File: src/rtl/refgen_pkg.sv
package refgen_pkg;
  // Default register width and number of top counter bits that never step
  localparam int unsigned RG_DATA_W    = 8;
  localparam int unsigned RG_HELD_BITS = 1;

  // Next-value source of the refresh counter, in priority order
  typedef enum logic [1:0] {
    SRC_HOLD = 2'd0,
    SRC_STEP = 2'd1,
    SRC_LOAD = 2'd2
  } row_src_e;
endpackage

File: src/rtl/rg_row_counter.sv
module rg_row_counter
  import refgen_pkg::*;
#(
  parameter int unsigned W         = RG_DATA_W,
  parameter int unsigned HELD_BITS = RG_HELD_BITS
) (
  input  logic         clk,
  input  logic         rst,
  input  logic         step,
  input  logic         load,
  input  logic [W-1:0] wdata,
  output logic [W-1:0] value
);
  localparam int unsigned CNT_W = W - HELD_BITS;

  row_src_e             src;
  logic [CNT_W-1:0]     low_q;

  always_comb begin
    if (load)      src = SRC_LOAD;
    else if (step) src = SRC_STEP;
    else           src = SRC_HOLD;
  end

  // Counting section: wraps inside its own width, no carry out
  always_ff @(posedge clk) begin
    if (rst) begin
      low_q <= '0;
    end else begin
      case (src)
        SRC_LOAD: low_q <= wdata[CNT_W-1:0];
        SRC_STEP: low_q <= low_q + CNT_W'(1);
        default:  low_q <= low_q;
      endcase
    end
  end

  generate
    if (HELD_BITS > 0) begin : g_held
      logic [W-1:CNT_W] top_q;
      // Held section: written only by an explicit load
      always_ff @(posedge clk) begin
        if (rst)                 top_q <= '0;
        else if (src == SRC_LOAD) top_q <= wdata[W-1:CNT_W];
      end
      assign value = {top_q, low_q};
    end else begin : g_full
      assign value = low_q;
    end
  endgenerate
endmodule

File: src/rtl/rg_page_reg.sv
module rg_page_reg #(
  parameter int unsigned W = 8
) (
  input  logic         clk,
  input  logic         rst,
  input  logic         load,
  input  logic [W-1:0] wdata,
  output logic [W-1:0] value
);
  always_ff @(posedge clk) begin
    if (rst)       value <= '0;
    else if (load) value <= wdata;
  end
endmodule

File: src/rtl/rg_slot_driver.sv
module rg_slot_driver #(
  parameter int unsigned W = 8
) (
  input  logic           clk,
  input  logic           rst,
  input  logic           fetch,
  input  logic [W-1:0]   page,
  input  logic [W-1:0]   row,
  output logic           strobe,
  output logic [2*W-1:0] addr
);
  // One slot per fetch; the address is zero whenever no slot is active
  always_ff @(posedge clk) begin
    if (rst) begin
      strobe <= 1'b0;
      addr   <= '0;
    end else begin
      strobe <= fetch;
      addr   <= fetch ? {page, row} : '0;
    end
  end
endmodule

File: src/rtl/refresh_addr_gen.sv
module refresh_addr_gen
  import refgen_pkg::*;
#(
  parameter int unsigned DATA_W    = RG_DATA_W,
  parameter int unsigned HELD_BITS = RG_HELD_BITS
) (
  input  logic                  clk,
  input  logic                  rst,
  input  logic                  fetch_done,
  input  logic                  r_load,
  input  logic [DATA_W-1:0]     r_wdata,
  input  logic                  i_load,
  input  logic [DATA_W-1:0]     i_wdata,
  output logic                  rfsh_strobe,
  output logic [2*DATA_W-1:0]   rfsh_addr,
  output logic [DATA_W-1:0]     r_value,
  output logic [DATA_W-1:0]     i_value
);
  rg_row_counter #(.W(DATA_W), .HELD_BITS(HELD_BITS)) u_row (
    .clk   (clk),
    .rst   (rst),
    .step  (fetch_done),
    .load  (r_load),
    .wdata (r_wdata),
    .value (r_value)
  );

  rg_page_reg #(.W(DATA_W)) u_page (
    .clk   (clk),
    .rst   (rst),
    .load  (i_load),
    .wdata (i_wdata),
    .value (i_value)
  );

  rg_slot_driver #(.W(DATA_W)) u_slot (
    .clk    (clk),
    .rst    (rst),
    .fetch  (fetch_done),
    .page   (i_value),
    .row    (r_value),
    .strobe (rfsh_strobe),
    .addr   (rfsh_addr)
  );
endmodule

File: config.mk
export PLATFORM = sky130hd
export DESIGN_NAME = refresh_addr_gen
export DESIGN_NICKNAME = d
export VERILOG_FILES = /design/src/rtl/refgen_pkg.sv /design/src/rtl/rg_row_counter.sv /design/src/rtl/rg_page_reg.sv /design/src/rtl/rg_slot_driver.sv /design/src/rtl/refresh_addr_gen.sv
export SDC_FILE = /design/constraint.sdc
export NUM_CORES = 1
export LEC_CHECK = 0
export BUFFER_PORTS_ARGS = -buffer_cell sky130_fd_sc_hd__clkbuf_2
export CAP_MARGIN = 20
export CORE_UTILIZATION = 48
export DETAILED_ROUTE_END_ITERATION = 6
export HOLD_SLACK_MARGIN = 0.06
export PLACE_DENSITY = 0.87
export SETUP_SLACK_MARGIN = 0.5
export SYNTH_ARGS = -nofsm -noshare
export SYNTH_HDL_FRONTEND = slang
export SYNTH_SLANG_ARGS = --single-unit
File: constraint.sdc
create_clock -name clk -period 1.9 [get_ports clk]
set_clock_uncertainty 0.15 [all_clocks]
set_input_delay 0.38 -clock clk [delete_from_list [all_inputs] [get_ports clk]]
set_output_delay 0.38 -clock clk [all_outputs]
set_load 0.02 [all_outputs]
* Yosys cells after proc, flatten, opt, wreduce, memory -nomap -nowiden
Index checks and enable logic that the tools add are counted.
** Storage, ports and cells
- Input port bits :: 21
- Logic and storage cells :: 14
- Output and inout port bits :: 33
- Register bits :: 33
** Cells by class
- Mux-type cells :: 3
- Reductions and logical operators :: 2
- Add/subtract/negate cells :: 1
- Bitwise gates (word level) :: 1
- Equality and inequality tests :: 2
** Operator list (count)
- $pmux 7 s2 :: 1
- $add 7x1->7 const B :: 1
- $eq 2x1->1 const B :: 1
- $eq 2x2->1 const B :: 1
- $mux 2 :: 1
- $reduce_bool 2->1 :: 1
- $reduce_or 2->1 :: 1
- $mux 1 :: 1
- $not 1->1 :: 1

* Longest topological paths before layout
- Word-level depth :: 4
- Depth in mapped cells :: 4
- Depth with buffers taken out :: 4

* Hierarchy
A second synthesis with hierarchy kept.
** Second synthesis, totals
- Cells, all modules :: 105
- Area total of the unflattened synthesis :: 1183.6 um2
** Modules (own cells, without submodules)
- rg_slot_driver :: seq. area each 340.3 um2, area an instance 505.5 um2, cells each 36, times used 1
- rg_row_counter :: seq. area each 160.2 um2, area an instance 392.9 um2, cells each 43, times used 1
- rg_page_reg :: seq. area each 160.2 um2, area an instance 285.3 um2, cells each 26, times used 1

* Worst setup path before layout
OpenSTA, ideal clock, no wires.
- Kind :: reg2reg
- Start point :: register u_row.low_q[0]
- End point :: register u_row.low_q[1]
- Required time :: 1.622 ns
- Buffers on the path :: 0
- Cell stages (with the launch flop) :: 5
- Period minus slack after synthesis :: 1.454 ns
- Library setup time :: 0.128 ns
- Arrival time :: 1.176 ns
- Path slack :: 0.446 ns
- Path through :: dfxtp_1 -> ha_1 -> mux2_2 -> mux2i_1 -> nor2_1
** On the way
- Cells in the longest elaborated chain, start to end :: 2
** RTL lines
- from (decl) :: line rg_row_counter.sv:17 : logic [CNT_W-1:0] low_q;
- from (signal assigned) :: line rg_row_counter.sv:31 : SRC_LOAD: low_q <= wdata[CNT_W-1:0];
- from (signal assigned) :: line rg_row_counter.sv:32 : SRC_STEP: low_q <= low_q + CNT_W'(1);
- from (signal assigned) :: line rg_row_counter.sv:33 : default: low_q <= low_q;
- $add 7x1->7 :: line rg_row_counter.sv:32
- $pmux 7 s2 :: line rg_row_counter.sv:30 : case (src)
No other way between the ends.
A chain may end at the register's enable or synchronous reset.

* Final worst setup path
- Start point :: register u_row.low_q[2]
- End point :: output port r_value[2]
** RTL lines
- to (decl) :: line refresh_addr_gen.sv:16 : output logic [DATA_W-1:0] r_value,
No word-level cell between the ends.

==> out/qor.csv <==
metric,value,unit
synthesized flop and latch total,33,
depth of the CTS H-tree,2,
"top cells by area, synth","dfxtp_1 57%, mux2i_1 9.6%, and2_1 8.2%",
clk sinks,33,
GRT overflow,0,
Crit. End Element,output pin,
Max-Cap Viols,0,
post-synthesis sequential area ratio,0.574,
synth warn,0,
"Net Count, Synth",129,
Syn Std Cell Area,0.00115,mm2
final max-slew violation count,0,
hold path cells,3,
post-route DRC violation count,0,
Sw Pwr,0.393,mW
critical path launch point type,register,
Final HPWL DP,1.72,mm
post-detailed-route wirelength per cell,15.5,um
"count leader, synth",dfxtp_1,
part of the cycle the worst path needs,0.734,
P_leak,0.855,nW
clock-pin slew on the worst setup and hold paths,0.11,ns
final WL,3.12,mm
"Clk Latency, worst-skew pair",0.34,ns
I/O pin total,54,
"IR drop worst, VDD",1.05,mV
number of synthesized flops with an enable pin,0,
Clock Tree Root,clkbuf_4,
Final setup viols,0,
Clock power frac,0.402,
Final Cell Area,0.00174,mm2
vias in the first global route,957,
sequential power share,0.460,
largest net degree at the start of global routing,18,
switching portion of total power,0.239,
CP arrival,0.87,ns
nets,194,
setup_tns,0,ns
input/output buffers,53,
Buf/Inv on CP,1,
Slew @ Worst Pin,0.510,ns
internal power,1.25,mW
status,completed,
P&R area growth vs syn,51.2,%
unrepaired setup endpoints after global routing,true,
Total Power,1.65,mW
Worst Path Required,1.37,ns
CP max FO,5,
WS Path Type,reg -> out,
number of cells on the critical path,1,
total vias in the final route,1025,
ys async rst share,0,
"Hold Violations, Final",0,
Post-Place Cell Area,0.00143,mm2
CTS Buf Count,5,
num rows,17,
Logic pwr share,0.137,
Crit-path slowest cell,dfxtp_4,
Post-DRT Antenna Nets,0,
list of most frequent post-synthesis cells,"33 x dfxtp_1, 15 x and2_1, 15 x nor2_1",
Final Core Density,0.779,
Synth top area share,0.574,
Worst slew margin,0.658,
First DRT Iteration DRCs,19,
Placed Cells,182,
largest area contributor in the netlist,dfxtp_1,
clk buf depth,2,
first-pass GRT wire length,4.23,mm
cell count after synthesis,107,
die height,51.0,um
crit path time final,1.40,ns
"Hold-fix buffers, CTS",0,
gp weighted congestion,0.797,
initial core utilization,0.515,
Max Clock Freq,717,MHz
CP cell instances,buf_8,
Worst Reg-to-Reg Cells,4,
antenna violations before repair,0,
share of cells above drive strength 1,0.549,
gr usage total,0.230,
Avg Inst Size Synth,10.8,um2
Core Footprint,0.00223,mm2
hold crit path type,in -> reg,
family with the most delay on the worst path,flip-flops,
Non-Filler Instances,201,
diode count,0,
Die X,51.0,um
Unique masters post-synth,24,
main flop type after synthesis,dfxtp_1,
Crit path largest cell delay,0.41,ns
PD cells,945,mW/mm2
DR vias/cell,5.10,
first-pass iteration count of the detailed router,4,
CTS tree,done,
die area,0.00260,mm2
-- layer usage --
metal / routed length, um / up-vias / global-route usage
li1: - / 483 / -
met1: 1190 / 471 / 0.238
met2: 1580 / 53 / 0.390
met3: 170 / 18 / 0.0685
met4: 172 / 0 / 0.171
met5: 0 / - / 0
-- cells in the final DEF (no fill, tap or decap), drive strengths merged, types with 2 or more instances in the layout --
cell type / Yosys / layout
dfxtp: 33 / 33
buf: 4 / 27
and2: 16 / 16
clkbuf: 3 / 43
a211oi: 3 / 3
nand2: 3 / 3
nand4: 3 / 3
bufinv: 0 / 2
xor2: 4 / 4
nor2: 15 / 15
inv: 2 / 3
mux2i: 11 / 11
-- power by group through the flow --
stage / Sequential, mW / Clock (mW) / Combinational (mW)
global route: 0.761 / 0.707 / 0.239
finish: 0.757 / 0.662 / 0.226
global placement: 0.768 / 0 / 0.162
floorplan: 0.804 / 0 / 0.0690
CTS: 0.753 / 0.670 / 0.197
detailed placement: 0.771 / 0 / 0.167
-- layout make-up --
cell class / instances / area [um2]
repair buffers: 65 / 442
well taps: 28 / 35.0
clock buffers: 5 / 37.5
fillers: 121 / 493
flip-flops and latches: 33 / 693
clock inverters: 3 / 68.8
inverters: 2 / 7.51
multi-input cells: 65 / 457
-- kinds of logic (layout without fill, tap and decap cells) --
| logic type | count (synthesis) | after routing | share of synthesized area |
|---|---|---|---|
| simple gates | 40 | 40 | 0.191 |
| fa+ha+maj | 1 | 1 | 0.0109 |
| xor+xnor | 4 | 4 | 0.0304 |
| mux | 12 | 12 | 0.105 |
| buf+inv | 9 | 75 | 0.0380 |
| compound gates | 8 | 8 | 0.0500 |
| flops | 33 | 33 | 0.574 |
-- what timing repair did --
action | CTS | global route
pin swaps | 1 | 0
gates resized for setup | 31 | 27
endpoints found under the setup margin | 16 | 36
setup buffers | 4 | 7
-- registers in the layout, summed over array words and instances (netlist names) --
register	flops
u_slot.addr	16
u_page.value	8
u_row.low_q	7
u_row.g_held.top_q	1
u_slot.strobe	1
-- per-stage QoR --
stage	hold slack, ns	setup slack, ns
floorplan	0.303	0.514
global placement	0.317	0.224
detailed placement	0.315	0.186
CTS	0.113	0.468
global route	0.131	0.474
finish	0.125	0.505
-- worst paths after layout --
check                                                  start                          end  slack [ns]
worst max-delay path             u_row.low_q[2]$_SDFFE_PP0P_                   r_value[2]        0.50
worst min-delay path                              r_wdata[1]  u_row.low_q[1]$_SDFFE_PP0P_        0.13
worst max register to register   u_row.low_q[1]$_SDFFE_PP0P_  u_row.low_q[4]$_SDFFE_PP0P_        0.53
worst min register to register  u_page.value[5]$_SDFFE_PP0P_   u_slot.addr[13]$_SDFF_PP0_        0.34
Power figures use the tool's default switching activity.
